--- config.mk ---
export PLATFORM = sky130hd
export DESIGN_NAME = cs_stack_seq
export DESIGN_NICKNAME = d
export VERILOG_FILES = /design/src/rtl/cs_pkg.sv /design/src/rtl/cs_next_pc.sv /design/src/rtl/cs_pop_pack.sv /design/src/rtl/cs_stack_seq.sv
export SDC_FILE = /design/constraint.sdc
export NUM_CORES = 1
export LEC_CHECK = 0
export BUFFER_PORTS_ARGS = -buffer_cell sky130_fd_sc_hd__buf_4
export CELL_PAD_IN_SITES_DETAIL_PLACEMENT = 0
export CELL_PAD_IN_SITES_GLOBAL_PLACEMENT = 1
export CORE_UTILIZATION = 39
export DETAILED_ROUTE_END_ITERATION = 8
export MAX_ROUTING_LAYER = met4
export PLACE_DENSITY_LB_ADDON = 0.1
export SLEW_MARGIN = 25
export SYNTH_ARGS = -nofsm -noshare
export SYNTH_HDL_FRONTEND = slang
export SYNTH_SLANG_ARGS = --single-unit
--- constraint.sdc ---
create_clock -name clk -period 2.8 [get_ports clk]
set_clock_uncertainty 0.05 [all_clocks]
set_input_delay 0.56 -clock clk [delete_from_list [all_inputs] [get_ports clk]]
set_output_delay 0.56 -clock clk [all_outputs]
set_load 0.01 [all_outputs]
--- src/rtl/cs_pkg.sv ---
package cs_pkg;
  typedef enum logic [2:0] {
    OP_CALL    = 3'd0,
    OP_CALL_IF = 3'd1,
    OP_RET     = 3'd2,
    OP_RET_IF  = 3'd3,
    OP_RST     = 3'd4,
    OP_PUSH    = 3'd5,
    OP_POP     = 3'd6
  } cs_op_e;

  typedef enum logic [2:0] {
    ST_IDLE,
    ST_WR_HI,
    ST_WR_LO,
    ST_RD_LO,
    ST_RD_HI
  } cs_state_e;
endpackage

--- src/rtl/cs_next_pc.sv ---
module cs_next_pc
  import cs_pkg::*;
#(
  parameter int ADDR_W   = 16,
  parameter int RST_BASE = 0,
  parameter int CALL_LEN = 3
) (
  input  logic [2:0]        op,
  input  logic [ADDR_W-1:0] pc,
  input  logic [ADDR_W-1:0] target,
  input  logic [7:0]        op_byte,
  output logic [ADDR_W-1:0] seq_pc,
  output logic [ADDR_W-1:0] jump_pc
);
  localparam logic [ADDR_W-1:0] BASE = ADDR_W'(RST_BASE);

  logic is_call;
  assign is_call = (op == OP_CALL) || (op == OP_CALL_IF);

  always_comb begin
    seq_pc  = is_call ? pc + ADDR_W'(CALL_LEN) : pc + ADDR_W'(1);
    jump_pc = is_call ? target
                      : BASE + ADDR_W'({op_byte[5:3], 3'b000});
  end
endmodule

--- src/rtl/cs_pop_pack.sv ---
module cs_pop_pack #(
  parameter int DATA_W    = 8,
  parameter int FLAG_KEEP = 8'hF0
) (
  input  logic [DATA_W-1:0]   hi,
  input  logic [DATA_W-1:0]   lo,
  input  logic                flag_pair,
  output logic [2*DATA_W-1:0] word
);
  localparam logic [DATA_W-1:0] KEEP = DATA_W'(FLAG_KEEP);
  assign word = {flag_pair ? (hi & KEEP) : hi, lo};
endmodule

--- src/rtl/cs_stack_seq.sv ---
module cs_stack_seq
  import cs_pkg::*;
#(
  parameter int DATA_W   = 8,
  parameter int RST_BASE = 0
) (
  input  logic                     clk,
  input  logic                     rst,
  input  logic                     load,
  input  logic [2*DATA_W-1:0]      load_pc,
  input  logic [2*DATA_W-1:0]      load_sp,
  input  logic                     start,
  input  logic [2:0]               op,
  input  logic                     cond_met,
  input  logic [2*DATA_W-1:0]      target,
  input  logic [7:0]               op_byte,
  input  logic [2*DATA_W-1:0]      push_word,
  input  logic                     flag_pair,
  output logic                     busy,
  output logic [2*DATA_W-1:0]      pc,
  output logic [2*DATA_W-1:0]      sp,
  output logic [2*DATA_W-1:0]      pop_word,
  output logic                     mem_req,
  output logic                     mem_we,
  output logic [2*DATA_W-1:0]      mem_addr,
  output logic [DATA_W-1:0]        mem_wdata,
  input  logic [DATA_W-1:0]        mem_rdata,
  input  logic                     mem_ack
);
  localparam int ADDR_W = 2 * DATA_W;
  localparam logic [ADDR_W-1:0] ONE = ADDR_W'(1);
  localparam logic [ADDR_W-1:0] TWO = ADDR_W'(2);

  cs_state_e         st;
  logic [ADDR_W-1:0] word_q, after_pc;
  logic [DATA_W-1:0] lo_q;
  logic              ret_mode, flag_q;
  logic [ADDR_W-1:0] seq_pc, jump_pc, packed_word;
  logic              want_push, want_pop, done_ack;
  logic [ADDR_W-1:0] push_val, push_dest;

  cs_next_pc #(.ADDR_W(ADDR_W), .RST_BASE(RST_BASE), .CALL_LEN(3)) u_next (
    .op(op), .pc(pc), .target(target), .op_byte(op_byte),
    .seq_pc(seq_pc), .jump_pc(jump_pc)
  );

  cs_pop_pack #(.DATA_W(DATA_W), .FLAG_KEEP(8'hF0)) u_pack (
    .hi(mem_rdata), .lo(lo_q), .flag_pair(flag_q), .word(packed_word)
  );

  always_comb begin
    want_push = (op == OP_CALL) || (op == OP_RST) || (op == OP_PUSH) ||
                ((op == OP_CALL_IF) && cond_met);
    want_pop  = (op == OP_RET) || (op == OP_POP) ||
                ((op == OP_RET_IF) && cond_met);
    push_val  = (op == OP_PUSH) ? push_word : seq_pc;
    push_dest = (op == OP_PUSH) ? seq_pc : jump_pc;
    done_ack  = mem_req && mem_ack;
  end

  always_ff @(posedge clk) begin
    if (rst) begin
      st        <= ST_IDLE;
      busy      <= 1'b0;
      pc        <= '0;
      sp        <= '0;
      pop_word  <= '0;
      mem_req   <= 1'b0;
      mem_we    <= 1'b0;
      mem_addr  <= '0;
      mem_wdata <= '0;
      word_q    <= '0;
      after_pc  <= '0;
      lo_q      <= '0;
      ret_mode  <= 1'b0;
      flag_q    <= 1'b0;
    end else begin
      unique case (st)
        ST_IDLE: begin
          if (load) begin
            pc <= load_pc;
            sp <= load_sp;
          end else if (start) begin
            if (want_push) begin
              st        <= ST_WR_HI;
              busy      <= 1'b1;
              mem_req   <= 1'b1;
              mem_we    <= 1'b1;
              mem_addr  <= sp - ONE;
              mem_wdata <= push_val[ADDR_W-1:DATA_W];
              word_q    <= push_val;
              after_pc  <= push_dest;
              sp        <= sp - ONE;
            end else if (want_pop) begin
              st       <= ST_RD_LO;
              busy     <= 1'b1;
              mem_req  <= 1'b1;
              mem_we   <= 1'b0;
              mem_addr <= sp;
              ret_mode <= (op != OP_POP);
              flag_q   <= flag_pair;
              after_pc <= seq_pc;
            end else begin
              pc <= seq_pc;
            end
          end
        end
        ST_WR_HI: if (done_ack) begin
          st        <= ST_WR_LO;
          mem_addr  <= sp - ONE;
          mem_wdata <= word_q[DATA_W-1:0];
          sp        <= sp - ONE;
        end
        ST_WR_LO: if (done_ack) begin
          st      <= ST_IDLE;
          busy    <= 1'b0;
          mem_req <= 1'b0;
          mem_we  <= 1'b0;
          pc      <= after_pc;
        end
        ST_RD_LO: if (done_ack) begin
          st       <= ST_RD_HI;
          lo_q     <= mem_rdata;
          mem_addr <= sp + ONE;
        end
        ST_RD_HI: if (done_ack) begin
          st      <= ST_IDLE;
          busy    <= 1'b0;
          mem_req <= 1'b0;
          sp      <= sp + TWO;
          if (ret_mode) pc <= {mem_rdata, lo_q};
          else begin
            pc       <= after_pc;
            pop_word <= packed_word;
          end
        end
        default: st <= ST_IDLE;
      endcase
    end
  end
endmodule

==> summary.txt <==
Status
  • Status: finished, final reports clean

Floorplan
  • I/O pins: 165
  • Full die area: 0.01828 mm^2
  • Num rows: 48
  • Initial Util: 0.4002
  • Die W: 135.2 um
  • Die Ht: 135.2 um
  • Core area: 0.01730 mm^2

Clock network
  • CTS Buffer Depth: 2
  • Worst-path clk slew: 0.08 ns
  • Worst-skew pair later-pin latency: 0.37 ns
  • Setup Buffers After CTS: 0
  • Resized cells post-CTS: 0
  • # hold bufs at CTS: 0
  • CTS tree: built
  • CTS sink cnt: 111
  • CTS HTree Levels: 3
  • Num CTS Buffers: 9
  • Clk root buf: clkbuf_16

Route
  • Vias per Instance: 5.789
  • Routed wire length per instance: 19.93 um
  • DRC viols: 0
  • Detailed Route WL: 25.73 mm
  • 1st-pass router iterations: 6
  • Initial drt markers: 555
  • Antenna viol nets, final: 0
  • Vias: 7474

Logic synthesis
  • Flops & latches, synth: 111
  • Top cell type's share of synthesized area: 0.3210
  • Syn_nets: 1011
  • Cells after synthesis: 914
  • Number of enable flip-flop cells after synthesis: 0
  • Post-synthesis average cell area: 7.573 um^2
  • Sequential share of the synthesized area: 0.3210
  • Yosys cell types: 83
  • Cell taking the most area after synthesis: dfxtp_1
  • Top-count cell post-synth: nand2_1
  • Post-synth top flop: dfxtp_1
  • Synth top cells by count: 128 x nand2_1, 111 x dfxtp_1, 100 x nor2_1, 79 x a21oi_1, 56 x o21ai_0
  • Synth warnings: 0
  • Synth area leaders: dfxtp_1 32%, nand2_1 6.9%, a21oi_1 5.7%
  • Ys async rst share: 0
  • Synthesized cell area: 0.006922 mm^2

Global route
  • GRT overflow: 0
  • Initial antenna violation count: 0
  • Global Route Usage Sum: 0.2976
  • First-pass GRT wire length: 40.26 mm
  • Number of global-route vias before repair: 7099
  • Largest net degree at the start of global routing: 55

Placed design
  • Placement Cell Area: 0.008418 mm^2
  • Gp weighted congestion: 0.9133
  • Pre-CTS setup slack: 0.1412 ns
  • Hpwl dp: ~19 mm
  • # port buffers: ~160

Worst setup path
  • CP startpoint kind: register
  • Crit path DAT: 2.59 ns
  • Critical Path Sink Type: register
  • Critical path data required time: 2.97 ns
  • Crit Path Max Fanout: 7
  • Kind of critical path: register to register

STA
  • Tightest Pin Transition: approximately 0.7 ns
  • RSZ-0062 raised after global routing: false
  • Fmax: 414.4 MHz
  • Final worst slack: 0.3866 ns
  • Fin. Hold Viols: 0
  • Tcrit/Tclk final: 0.8619
  • Max Slew Vio Count: 0
  • Time the worst path needs with I/O delays and setup: 2.413 ns
  • Slew headroom: 0.5328
  • Final setup viols: 0
  • Setup_tns: 0 ns

Finish
  • Final net count: 1158
  • Fin area: 0.008716 mm^2
  • Fillcell total: between 1500 and 2000
  • Share of post-route cells with drive strength above 1: 0.2486
  • Syn-to-layout area delta: 25.92%
  • Antenna Cells: 0

Power
  • Worst VDD drop: 321.3 uV
  • Power Total: just under 0.005 W
  • LEAKAGE: 3.413 nW
  • Power Density: around 570 mW/mm^2

Min path
  • Hold Crit Class: input pin to register

Job
  • Max-Cap Viols: 0
metal layers:
layer | track usage | vias up | wire, um | part of all wire
li1 | - | 3646 | - | -
met1 | 0.3682 | 3492 | 11110 | 0.43
met2 | 0.4840 | 280 | 12290 | 0.48
met3 | 0.03292 | 56 | 1329 | 0.052
met4 | 0.1398 | 0 | 996 | 0.039
met5 | - | - | 0 | 0
cells by family after synthesis:
group           after synthesis  share of synthesized area
fa+ha+maj                     7                    0.01374
flops                       111                     0.3210
compound gates              286                     0.2768
mux                           5                   0.007592
xor+xnor                     38                    0.04808
buf+inv                      86                    0.06598
simple gates                381                     0.2668
metrics by stage:
step,hold slack [ns],std cells,utilization
after floorplan,0.3860,914,-
after global placement,0.3887,1275,0.4867
after detailed placement,0.3957,1275,0.4867
final,0.3766,1291,0.5039
after CTS,0.3632,1291,0.5039
after global routing,0.3849,1291,0.5039
sequential cells by signal, summed over array words and instances (netlist names):
signal,flops
word_q,8
ret_mode,1
sp,16
st,3
pop_word,16
mem_wdata,8
after_pc,16
mem_we,1
mem_req,1
pc,16
lo_q,8
flag_q,1
mem_addr,16
final timing paths:
| kind | from | endpoint | slack [ns] | depth (start not counted) |
|---|---|---|---|---|
| hold reg to reg | pop_word[9]$_SDFFE_PP0P_ | pop_word[9]$_SDFFE_PP0P_ | 0.40 | 2 |
| setup / recovery | sp[1]$_SDFFE_PP0P_ | mem_addr[11]$_SDFFE_PP0P_ | 0.39 | 8 |
| setup reg to reg | sp[1]$_SDFFE_PP0P_ | mem_addr[11]$_SDFFE_PP0P_ | 0.39 | 8 |
| hold / removal | flag_pair | flag_q$_SDFFE_PP0P_ | 0.38 | 3 |
report_power, final:
part           internal, W  switching, W  total, W
registers          0.00171      0.000238   0.00195
clock network     0.000634      0.000700   0.00133
logic             0.000739      0.000927   0.00167
critical path, stage by stage (launching register included):
cell       delay, ns
dfxtp_1         0.31
inv_1           0.18
ha_1            0.20
a21boi_1        0.30
nand3_2         0.23
nor4_2          0.24
xnor2_1         0.13
a2111oi_0       0.52
nor3_1          0.10
cell usage in the layout, fill, tap and decap left out, types with 20 or more instances in the layout:
cell,count
xor2_1,20
nor3_1,36
a211oi_1,40
buf_4,209
nand2_1,128
dfxtp_1,111
nand3_1,33
a21oi_1,79
nor2_1,100
o21ai_0,56
cell type report:
type                       instances  area, um^2  area share
multi-input combinational        717        4248      0.4874
sequential                       111        2222      0.2550
timing repair buffer             212        1629      0.1869
tap                              225       281.5     0.03230
clock buffer                       9       225.2     0.02584
clock inverter                     7       72.57    0.008326
inverter                          10       37.54    0.004307
No activity file was read; power rests on OpenSTA's default activity.
